## src/rtl/sfe_pkg.sv

```systemverilog
// Package: command codes, status bit positions and shared types of the
// serial flash erase responder.
package sfe_pkg;

    localparam logic [7:0] OP_WREN = 8'h06;  // set write-enable
    localparam logic [7:0] OP_RDSR = 8'h05;  // read status
    localparam logic [7:0] OP_BULK = 8'hC7;  // erase whole array
    localparam logic [7:0] OP_SECT = 8'hD8;  // erase one sector

    localparam int SHORT_CMD_BITS = 8;
    localparam int SECT_CMD_BITS  = 32;

    localparam int ST_BUSY = 0;
    localparam int ST_WEN  = 1;

    typedef enum logic {
        KIND_ALL  = 1'b0,
        KIND_SECT = 1'b1
    } erase_kind_e;

endpackage

```

## src/rtl/sfe_shifter.sv

```systemverilog
// Module: sfe_shifter
// Samples the serial clock and chip select in the system clock domain,
// shifts command bits in MSB first and counts them. On the chip-select rise
// it raises a one-cycle event for a correctly framed command. It also drives
// the status byte out after a read-status opcode.
// Assumes: each sck level lasts at least two clk cycles, and mosi is stable
// around the sck rising edge.
module sfe_shifter
    import sfe_pkg::*;
#(
    parameter int ADDR_W = 8
) (
    input  logic              clk,
    input  logic              rst_n,
    input  logic              cs_n,
    input  logic              sck,
    input  logic              mosi,
    input  logic [7:0]        status,
    output logic              miso,
    output logic              ev_wren,
    output logic              ev_bulk,
    output logic              ev_sect,
    output logic [ADDR_W-1:0] ev_addr
);

    localparam int          CNT_W   = 6;
    localparam logic [CNT_W-1:0] CNT_SAT = CNT_W'(SECT_CMD_BITS + 8);
    localparam logic [CNT_W-1:0] CNT_SHORT = CNT_W'(SHORT_CMD_BITS);
    localparam logic [CNT_W-1:0] CNT_LONG  = CNT_W'(SECT_CMD_BITS);

    logic              sck_q;
    logic              cs_q;
    logic [31:0]       shreg;
    logic [CNT_W-1:0]  cnt;
    logic              rdsr_q;
    logic [2:0]        idx;
    logic              sck_rise;
    logic              cs_rise;
    logic [7:0]        next_byte;

    assign sck_rise  = sck & ~sck_q;
    assign cs_rise   = cs_n & ~cs_q;
    assign next_byte = {shreg[6:0], mosi};

    // Edge history of the sampled serial clock and chip select.
    always_ff @(posedge clk) begin
        if (!rst_n) begin
            sck_q <= 1'b0;
            cs_q  <= 1'b1;
        end else begin
            sck_q <= sck;
            cs_q  <= cs_n;
        end
    end

    // Command shift register, saturating bit count and status output index.
    always_ff @(posedge clk) begin
        if (!rst_n) begin
            shreg  <= '0;
            cnt    <= '0;
            rdsr_q <= 1'b0;
            idx    <= '0;
        end else if (cs_n) begin
            cnt    <= '0;
            rdsr_q <= 1'b0;
            idx    <= '0;
        end else if (sck_rise) begin
            shreg <= {shreg[30:0], mosi};
            if (cnt != CNT_SAT) begin
                cnt <= cnt + 1'b1;
            end
            if (rdsr_q) begin
                idx <= idx + 1'b1;
            end
            if (cnt == CNT_SHORT - 1'b1 && next_byte == OP_RDSR) begin
                rdsr_q <= 1'b1;
            end
        end
    end

    // Framed command decode on the chip-select rise, one-cycle events.
    always_ff @(posedge clk) begin
        if (!rst_n) begin
            ev_wren <= 1'b0;
            ev_bulk <= 1'b0;
            ev_sect <= 1'b0;
            ev_addr <= '0;
        end else begin
            ev_wren <= cs_rise && cnt == CNT_SHORT && shreg[7:0] == OP_WREN;
            ev_bulk <= cs_rise && cnt == CNT_SHORT && shreg[7:0] == OP_BULK;
            ev_sect <= cs_rise && cnt == CNT_LONG  && shreg[31:24] == OP_SECT;
            ev_addr <= shreg[ADDR_W-1:0];
        end
    end

    // Status bit presented ahead of each rising sck, MSB first.
    always_comb begin
        miso = 1'b0;
        if (rdsr_q && !cs_n) begin
            miso = status[3'd7 - idx];
        end
    end

endmodule

```

## src/rtl/sfe_status_ctrl.sv

```systemverilog
// Module: sfe_status_ctrl
// Holds the write-enable and busy flags and runs the self-timed erase timer.
// When the timer expires it raises a one-cycle clear request for the whole
// array or for one sector.
// Assumes: at most one command event is active per cycle.
module sfe_status_ctrl
    import sfe_pkg::*;
#(
    parameter int ADDR_W        = 8,
    parameter int SECT_OFF_W    = 6,
    parameter int ERASE_CYCLES  = 1000,
    parameter int SECTOR_CYCLES = 400
) (
    input  logic                         clk,
    input  logic                         rst_n,
    input  logic                         ev_wren,
    input  logic                         ev_bulk,
    input  logic                         ev_sect,
    input  logic [ADDR_W-1:0]            ev_addr,
    output logic                         wip,
    output logic                         wel,
    output logic [7:0]                   status,
    output logic                         clr_pulse,
    output logic                         clr_all,
    output logic [ADDR_W-SECT_OFF_W-1:0] clr_sect
);

    localparam int MAX_CYC = (ERASE_CYCLES > SECTOR_CYCLES) ? ERASE_CYCLES : SECTOR_CYCLES;
    localparam int TMR_W   = $clog2(MAX_CYC + 1);
    localparam logic [TMR_W-1:0] LOAD_ALL  = TMR_W'(ERASE_CYCLES - 1);
    localparam logic [TMR_W-1:0] LOAD_SECT = TMR_W'(SECTOR_CYCLES - 1);

    logic [TMR_W-1:0] timer;
    erase_kind_e      kind_q;

    // Flag updates, erase start and timer countdown.
    always_ff @(posedge clk) begin
        if (!rst_n) begin
            wip      <= 1'b0;
            wel      <= 1'b0;
            timer    <= '0;
            kind_q   <= KIND_ALL;
            clr_sect <= '0;
        end else if (wip) begin
            if (timer == '0) begin
                wip <= 1'b0;
            end else begin
                timer <= timer - 1'b1;
            end
        end else begin
            if (ev_wren) begin
                wel <= 1'b1;
            end
            if ((ev_bulk || ev_sect) && wel) begin
                wip      <= 1'b1;
                wel      <= 1'b0;
                timer    <= ev_bulk ? LOAD_ALL : LOAD_SECT;
                kind_q   <= ev_bulk ? KIND_ALL : KIND_SECT;
                clr_sect <= ev_addr[ADDR_W-1:SECT_OFF_W];
            end
        end
    end

    // Status byte image and clear request.
    always_comb begin
        status          = 8'h00;
        status[ST_BUSY] = wip;
        status[ST_WEN]  = wel;
        clr_pulse       = wip && (timer == '0);
        clr_all         = (kind_q == KIND_ALL);
    end

endmodule

```

## src/rtl/sfe_array.sv

```systemverilog
// Module: sfe_array
// Small byte array standing in for the flash cells. It resets to a known
// address pattern. On a clear request it sets either every byte or the bytes
// of one sector to 0xFF. Offers a combinational inspection read.
// Assumes: the depth stays small, since clears act on all bytes at once.
module sfe_array #(
    parameter int         ADDR_W     = 8,
    parameter int         SECT_OFF_W = 6,
    parameter logic [7:0] INIT_XOR   = 8'h5A
) (
    input  logic                         clk,
    input  logic                         rst_n,
    input  logic                         clr_pulse,
    input  logic                         clr_all,
    input  logic [ADDR_W-SECT_OFF_W-1:0] clr_sect,
    input  logic [ADDR_W-1:0]            rd_addr,
    output logic [7:0]                   rd_data
);

    localparam int DEPTH  = 1 << ADDR_W;
    localparam int SIDX_W = ADDR_W - SECT_OFF_W;

    logic [7:0] mem [DEPTH];

    function automatic logic [SIDX_W-1:0] sector_of(input int a);
        return SIDX_W'(a >> SECT_OFF_W);
    endfunction

    // Pattern load at reset, erase to all ones on request.
    always_ff @(posedge clk) begin
        if (!rst_n) begin
            for (int i = 0; i < DEPTH; i++) begin
                mem[i] <= 8'(i) ^ INIT_XOR;
            end
        end else if (clr_pulse) begin
            for (int i = 0; i < DEPTH; i++) begin
                if (clr_all || sector_of(i) == clr_sect) begin
                    mem[i] <= 8'hFF;
                end
            end
        end
    end

    // Inspection read.
    assign rd_data = mem[rd_addr];

endmodule

```

## src/rtl/sfe_responder.sv

```systemverilog
// Module: sfe_responder
// Top level of the serial flash erase responder. Ties the command shifter,
// the status and timer controller and the byte array together.
// Assumes: the host serial clock runs at most one quarter of clk.
module sfe_responder
    import sfe_pkg::*;
#(
    parameter int ADDR_W        = 8,
    parameter int SECT_OFF_W    = 6,
    parameter int ERASE_CYCLES  = 1000,
    parameter int SECTOR_CYCLES = 400
) (
    input  logic              clk,
    input  logic              rst_n,
    input  logic              cs_n,
    input  logic              sck,
    input  logic              mosi,
    output logic              miso,
    input  logic [ADDR_W-1:0] rd_addr,
    output logic [7:0]        rd_data
);

    localparam int SIDX_W = ADDR_W - SECT_OFF_W;

    logic              ev_wren;
    logic              ev_bulk;
    logic              ev_sect;
    logic [ADDR_W-1:0] ev_addr;
    logic              wip;
    logic              wel;
    logic [7:0]        status;
    logic              clr_pulse;
    logic              clr_all;
    logic [SIDX_W-1:0] clr_sect;

    sfe_shifter #(.ADDR_W(ADDR_W)) u_shift (
        .clk     (clk),
        .rst_n   (rst_n),
        .cs_n    (cs_n),
        .sck     (sck),
        .mosi    (mosi),
        .status  (status),
        .miso    (miso),
        .ev_wren (ev_wren),
        .ev_bulk (ev_bulk),
        .ev_sect (ev_sect),
        .ev_addr (ev_addr)
    );

    sfe_status_ctrl #(
        .ADDR_W        (ADDR_W),
        .SECT_OFF_W    (SECT_OFF_W),
        .ERASE_CYCLES  (ERASE_CYCLES),
        .SECTOR_CYCLES (SECTOR_CYCLES)
    ) u_ctrl (
        .clk       (clk),
        .rst_n     (rst_n),
        .ev_wren   (ev_wren),
        .ev_bulk   (ev_bulk),
        .ev_sect   (ev_sect),
        .ev_addr   (ev_addr),
        .wip       (wip),
        .wel       (wel),
        .status    (status),
        .clr_pulse (clr_pulse),
        .clr_all   (clr_all),
        .clr_sect  (clr_sect)
    );

    sfe_array #(
        .ADDR_W     (ADDR_W),
        .SECT_OFF_W (SECT_OFF_W)
    ) u_array (
        .clk       (clk),
        .rst_n     (rst_n),
        .clr_pulse (clr_pulse),
        .clr_all   (clr_all),
        .clr_sect  (clr_sect),
        .rd_addr   (rd_addr),
        .rd_data   (rd_data)
    );

endmodule

```

## config.mk

```make
export PLATFORM = sky130hd
export DESIGN_NAME = sfe_responder
export DESIGN_NICKNAME = d
export VERILOG_FILES = /design/src/rtl/sfe_pkg.sv /design/src/rtl/sfe_shifter.sv /design/src/rtl/sfe_status_ctrl.sv /design/src/rtl/sfe_array.sv /design/src/rtl/sfe_responder.sv
export SDC_FILE = /design/constraint.sdc
export NUM_CORES = 1
export LEC_CHECK = 0
export CORE_MARGIN = 2
export CORE_UTILIZATION = 62
export DETAILED_ROUTE_END_ITERATION = 6
export PLACE_DENSITY = 0.84
export SYNTH_ARGS = -nofsm -noshare
export SYNTH_HDL_FRONTEND = slang
export SYNTH_SLANG_ARGS = --single-unit
```

## constraint.sdc

```tcl
create_clock -name clk -period 3.65 [get_ports clk]
set_clock_uncertainty 0.05 [all_clocks]
set_input_delay 0.73 -clock clk [delete_from_list [all_inputs] [get_ports clk]]
set_output_delay 0.73 -clock clk [all_outputs]
set_load 0.005 [all_outputs]
```

==> results.txt, run 1 <==
PD cells = 414.3 nW/µm²
Final hold violations = 0
Routed Antenna Nets = 0
Clock tree from TritonCTS = built
Largest net degree at the start of global routing = 33
TritonRoute pass-1 iters = 4
First-pass GRT wire length = 9.687 mm
CP Class = input pin to output pin
Final cell utilization of the core = 0.7338
Fin crit share = 0.9078
Sequential share of power = 0.544
Post-synth top area share = 0.4424
Layout cells sized above 1 = 0.07068
Post-CTS Hold Fix Bufs = 0
Yosys top cell by area = dfxtp_1
Synthesized instance count = 357
Combinational Power Share = 0.059
Final Power = 1.436 mW
GRT overflow = 0
Post-Syn Area = 3032 µm²
H-tree depth = 3
EDFF count, synth = 3
Die width = 73.93 µm
Seq/Total Area, Yosys = 0.4721
Die height = 73.93 µm
CTS root buffer = clkbuf_8
VDD IR-drop max = 371.5 µV
Setup Fix Bufs, Post-CTS = 0
Top post-synthesis cells by area = dfxtp_1 44%, nand2_1 10%, a21oi_1 6.8%
Post_cts resized = 0
Slew Limit Fails = 0
Max-slew headroom = 0.6327
Clk slew on worst S/H paths = 0.07 ns
Req. time, crit path = 2.87 ns
Num CTS Buffers = 9
Top_reg_cell synth = dfxtp_1
Switch Pwr = 0.3156 mW
Yosys Warn Count = 0
Internal power = 1.120 mW
Number of global-route vias before repair = 2196
Cell variety after synth = 54
HPWL after detailed placement = 3.869 mm
RSZ-0062 raised after global routing = no
Max-cap viol count = 0
Post-layout min period = 3.313 ns
Status = finished, final reports clean
Die Area = 5465 µm²
Clk buf depth = 2
Clock sink total = 70
Initial antenna violation count = 0
Initial Utilization = 0.6419
Via count = 2476
Startpoint types = input pin
Nets@finish = 394
WL/cell = 12.92 µm
Crit-path max FO = 3
Area Growth Syn to Fin = 14.32%
Core Region = 4723 µm²
CP Capture Type = output pin
Clock Latency Late Sink = 0.34 ns
I/O Buffers = 21
Vias/cell = 5.514
Fin Setup TNS = 0 ns
Clock Power Share = 0.398
Routability Congestion = 0.8254
Slew @ Worst Pin = 0.5499 ns
Sw frac = 0.2198
DRC violation total after the first TritonRoute iteration = 140
Arrival time of the worst setup path = 2.53 ns
Std-Cell Rows = 25
Routed wire length = 5.803 mm
Synth Area per Inst = 8.492 µm²
HP Class = flop to flop
Mapped Nets = 374
Fmax = 301.8 MHz
Cell leakage power = 1.194 nW
Count of final setup violators = 0
Ant diodes = 0
# DRC = 0
# IOs = 22
Flops & latches, synth = 70
Async SR Flop Fraction = 0
Gr usage total = 0.2305
power by group through the flow:
stage | clock network [mW] | registers (mW) | logic [mW]
after detailed placement | 0 | 0.798 | 0.0841
after floorplan | 0 | 0.797 | 0.0474
after global placement | 0 | 0.798 | 0.0832
final | 0.571 | 0.780 | 0.0845
after global routing | 0.610 | 0.781 | 0.0932
after CTS | 0.581 | 0.780 | 0.0845
layer usage:
metal | wire length [µm] | GRT usage | vias up
li1 | - | - | 1277
met1 | 2714 | 0.2837 | 1147
met2 | 2777 | 0.3760 | 44
met3 | 231 | 0.06722 | 8
met4 | 80 | 0.1010 | 0
met5 | 0 | 0 | -
synthesized netlist by cell type, drive strengths merged, types with 2 or more instances:
cell / n
a211oi: 10
a21boi: 2
a21oi: 41
a31oi: 2
and2: 4
buf: 5
clkbuf: 12
dfxtp: 67
edfxtp: 3
ha: 4
inv: 7
mux2i: 8
nand2: 81
nand2b: 10
nand3: 6
nand4: 4
nor2: 26
nor2b: 2
nor3: 6
nor3b: 3
nor4: 6
nor4b: 2
o21a: 4
o21ai: 11
or3: 2
or3b: 3
or4: 2
xor2: 7
layout by cell type (no fill, tap or decap), drive strengths merged, types with 2 or more instances in the layout:
| master | instances |
|---|---|
| nor2b | 2 |
| a31oi | 2 |
| mux2i | 8 |
| nand4 | 4 |
| xor2 | 7 |
| o21a | 4 |
| inv | 7 |
| clkbuf | 16 |
| edfxtp | 3 |
| a21boi | 2 |
| or3b | 3 |
| ha | 4 |
| nand2 | 81 |
| a211oi | 10 |
| dfxtp | 67 |
| nand2b | 10 |
| nor4b | 2 |
| or4 | 2 |
| nor2 | 26 |
| a21oi | 41 |
| o21ai | 11 |
| nor3 | 6 |
| and2 | 4 |
| buf | 5 |
| nand3 | 6 |
| nor4 | 6 |
| or3 | 2 |
| nor3b | 3 |
| clkdlybuf4s50 | 21 |
area by class of cell:
type,count,area (µm²)
clock buffers,16,180.2
flip-flops and latches,70,1431
well taps,67,83.83
multi-input cells,263,1496
fillers,353,1257
inverters,7,26.28
repair buffers,26,247.7
state kept, by name, summed over array words and instances (netlist names):
signal and cells:
u_ctrl.wel 1, u_shift.sck_q 1, u_shift.shreg 32, u_array.mem 6, u_ctrl.clr_sect 2, u_shift.ev_addr 2
u_ctrl.timer 10, u_shift.idx 3, u_shift.ev_wren 1, u_shift.rdsr_q 1, u_ctrl.wip 1, u_shift.ev_bulk 1
u_shift.ev_sect 1, u_shift.cnt 6, u_shift.cs_q 1, u_ctrl.kind_q 1
worst max-delay path: stages:
cell and delay [ns]:
clkdlybuf4s50_1 0.45, nor4_1 0.44, nand2b_1 0.13, mux2i_1 0.13, o21ai_0 0.14, clkdlybuf4s50_1 0.52
metrics by stage:
stage          hold WS, ns  std cells  setup WS, ns  cell area, µm²
2_1_floorplan       0.3674        357         1.347            3032
3_3_place_gp        0.3782        433        0.3778            3286
3_5_place_dp        0.3776        433        0.3361            3286
4_1_cts             0.3880        449        0.3259            3466
5_1_grt             0.3982        449        0.1790            3466
6_report            0.3835        449        0.3367            3466
final timing paths:
kind                                endpoint                          start  slack, ns  cells past startpoint
min reg2reg  u_ctrl.clr_sect[0]$_SDFFE_PN0P_  u_shift.ev_addr[6]$_SDFF_PN0_       0.38                      2
max reg2reg    u_array.mem[191][3]$_DFFE_PP_   u_ctrl.timer[0]$_SDFFE_PN0P_       1.55                      6
min          u_ctrl.clr_sect[0]$_SDFFE_PN0P_  u_shift.ev_addr[6]$_SDFF_PN0_       0.38                      2
max                               rd_data[0]                     rd_addr[1]       0.34                      6
cell families after synthesis:
kind of cell | share of synthesized area
simple gates | 0.2654
buf+inv | 0.03426
flops | 0.4721
xor+xnor | 0.02311
fa+ha+maj | 0.01651
compound gates | 0.1585
mux | 0.03013
Power figures use the tool's default switching activity.
==> run 2, diff against run 1 <==
--- a/config.mk
+++ b/config.mk
@@ -8,6 +8,7 @@
 export CORE_MARGIN = 2
 export CORE_UTILIZATION = 62
 export DETAILED_ROUTE_END_ITERATION = 6
+export MAX_ROUTING_LAYER = met4
 export PLACE_DENSITY = 0.84
 export SYNTH_ARGS = -nofsm -noshare
 export SYNTH_HDL_FRONTEND = slang
==> results of run 2 <==
No change in the layout: final DEF, timing and power equal those of run 1.
Main changes from that run: final weighted congestion in routability-driven placement 0.8254 -> 0.8379; via count of the first global-routing pass 2196 -> 2193; overall routing resource usage 0.2305 -> 0.2379
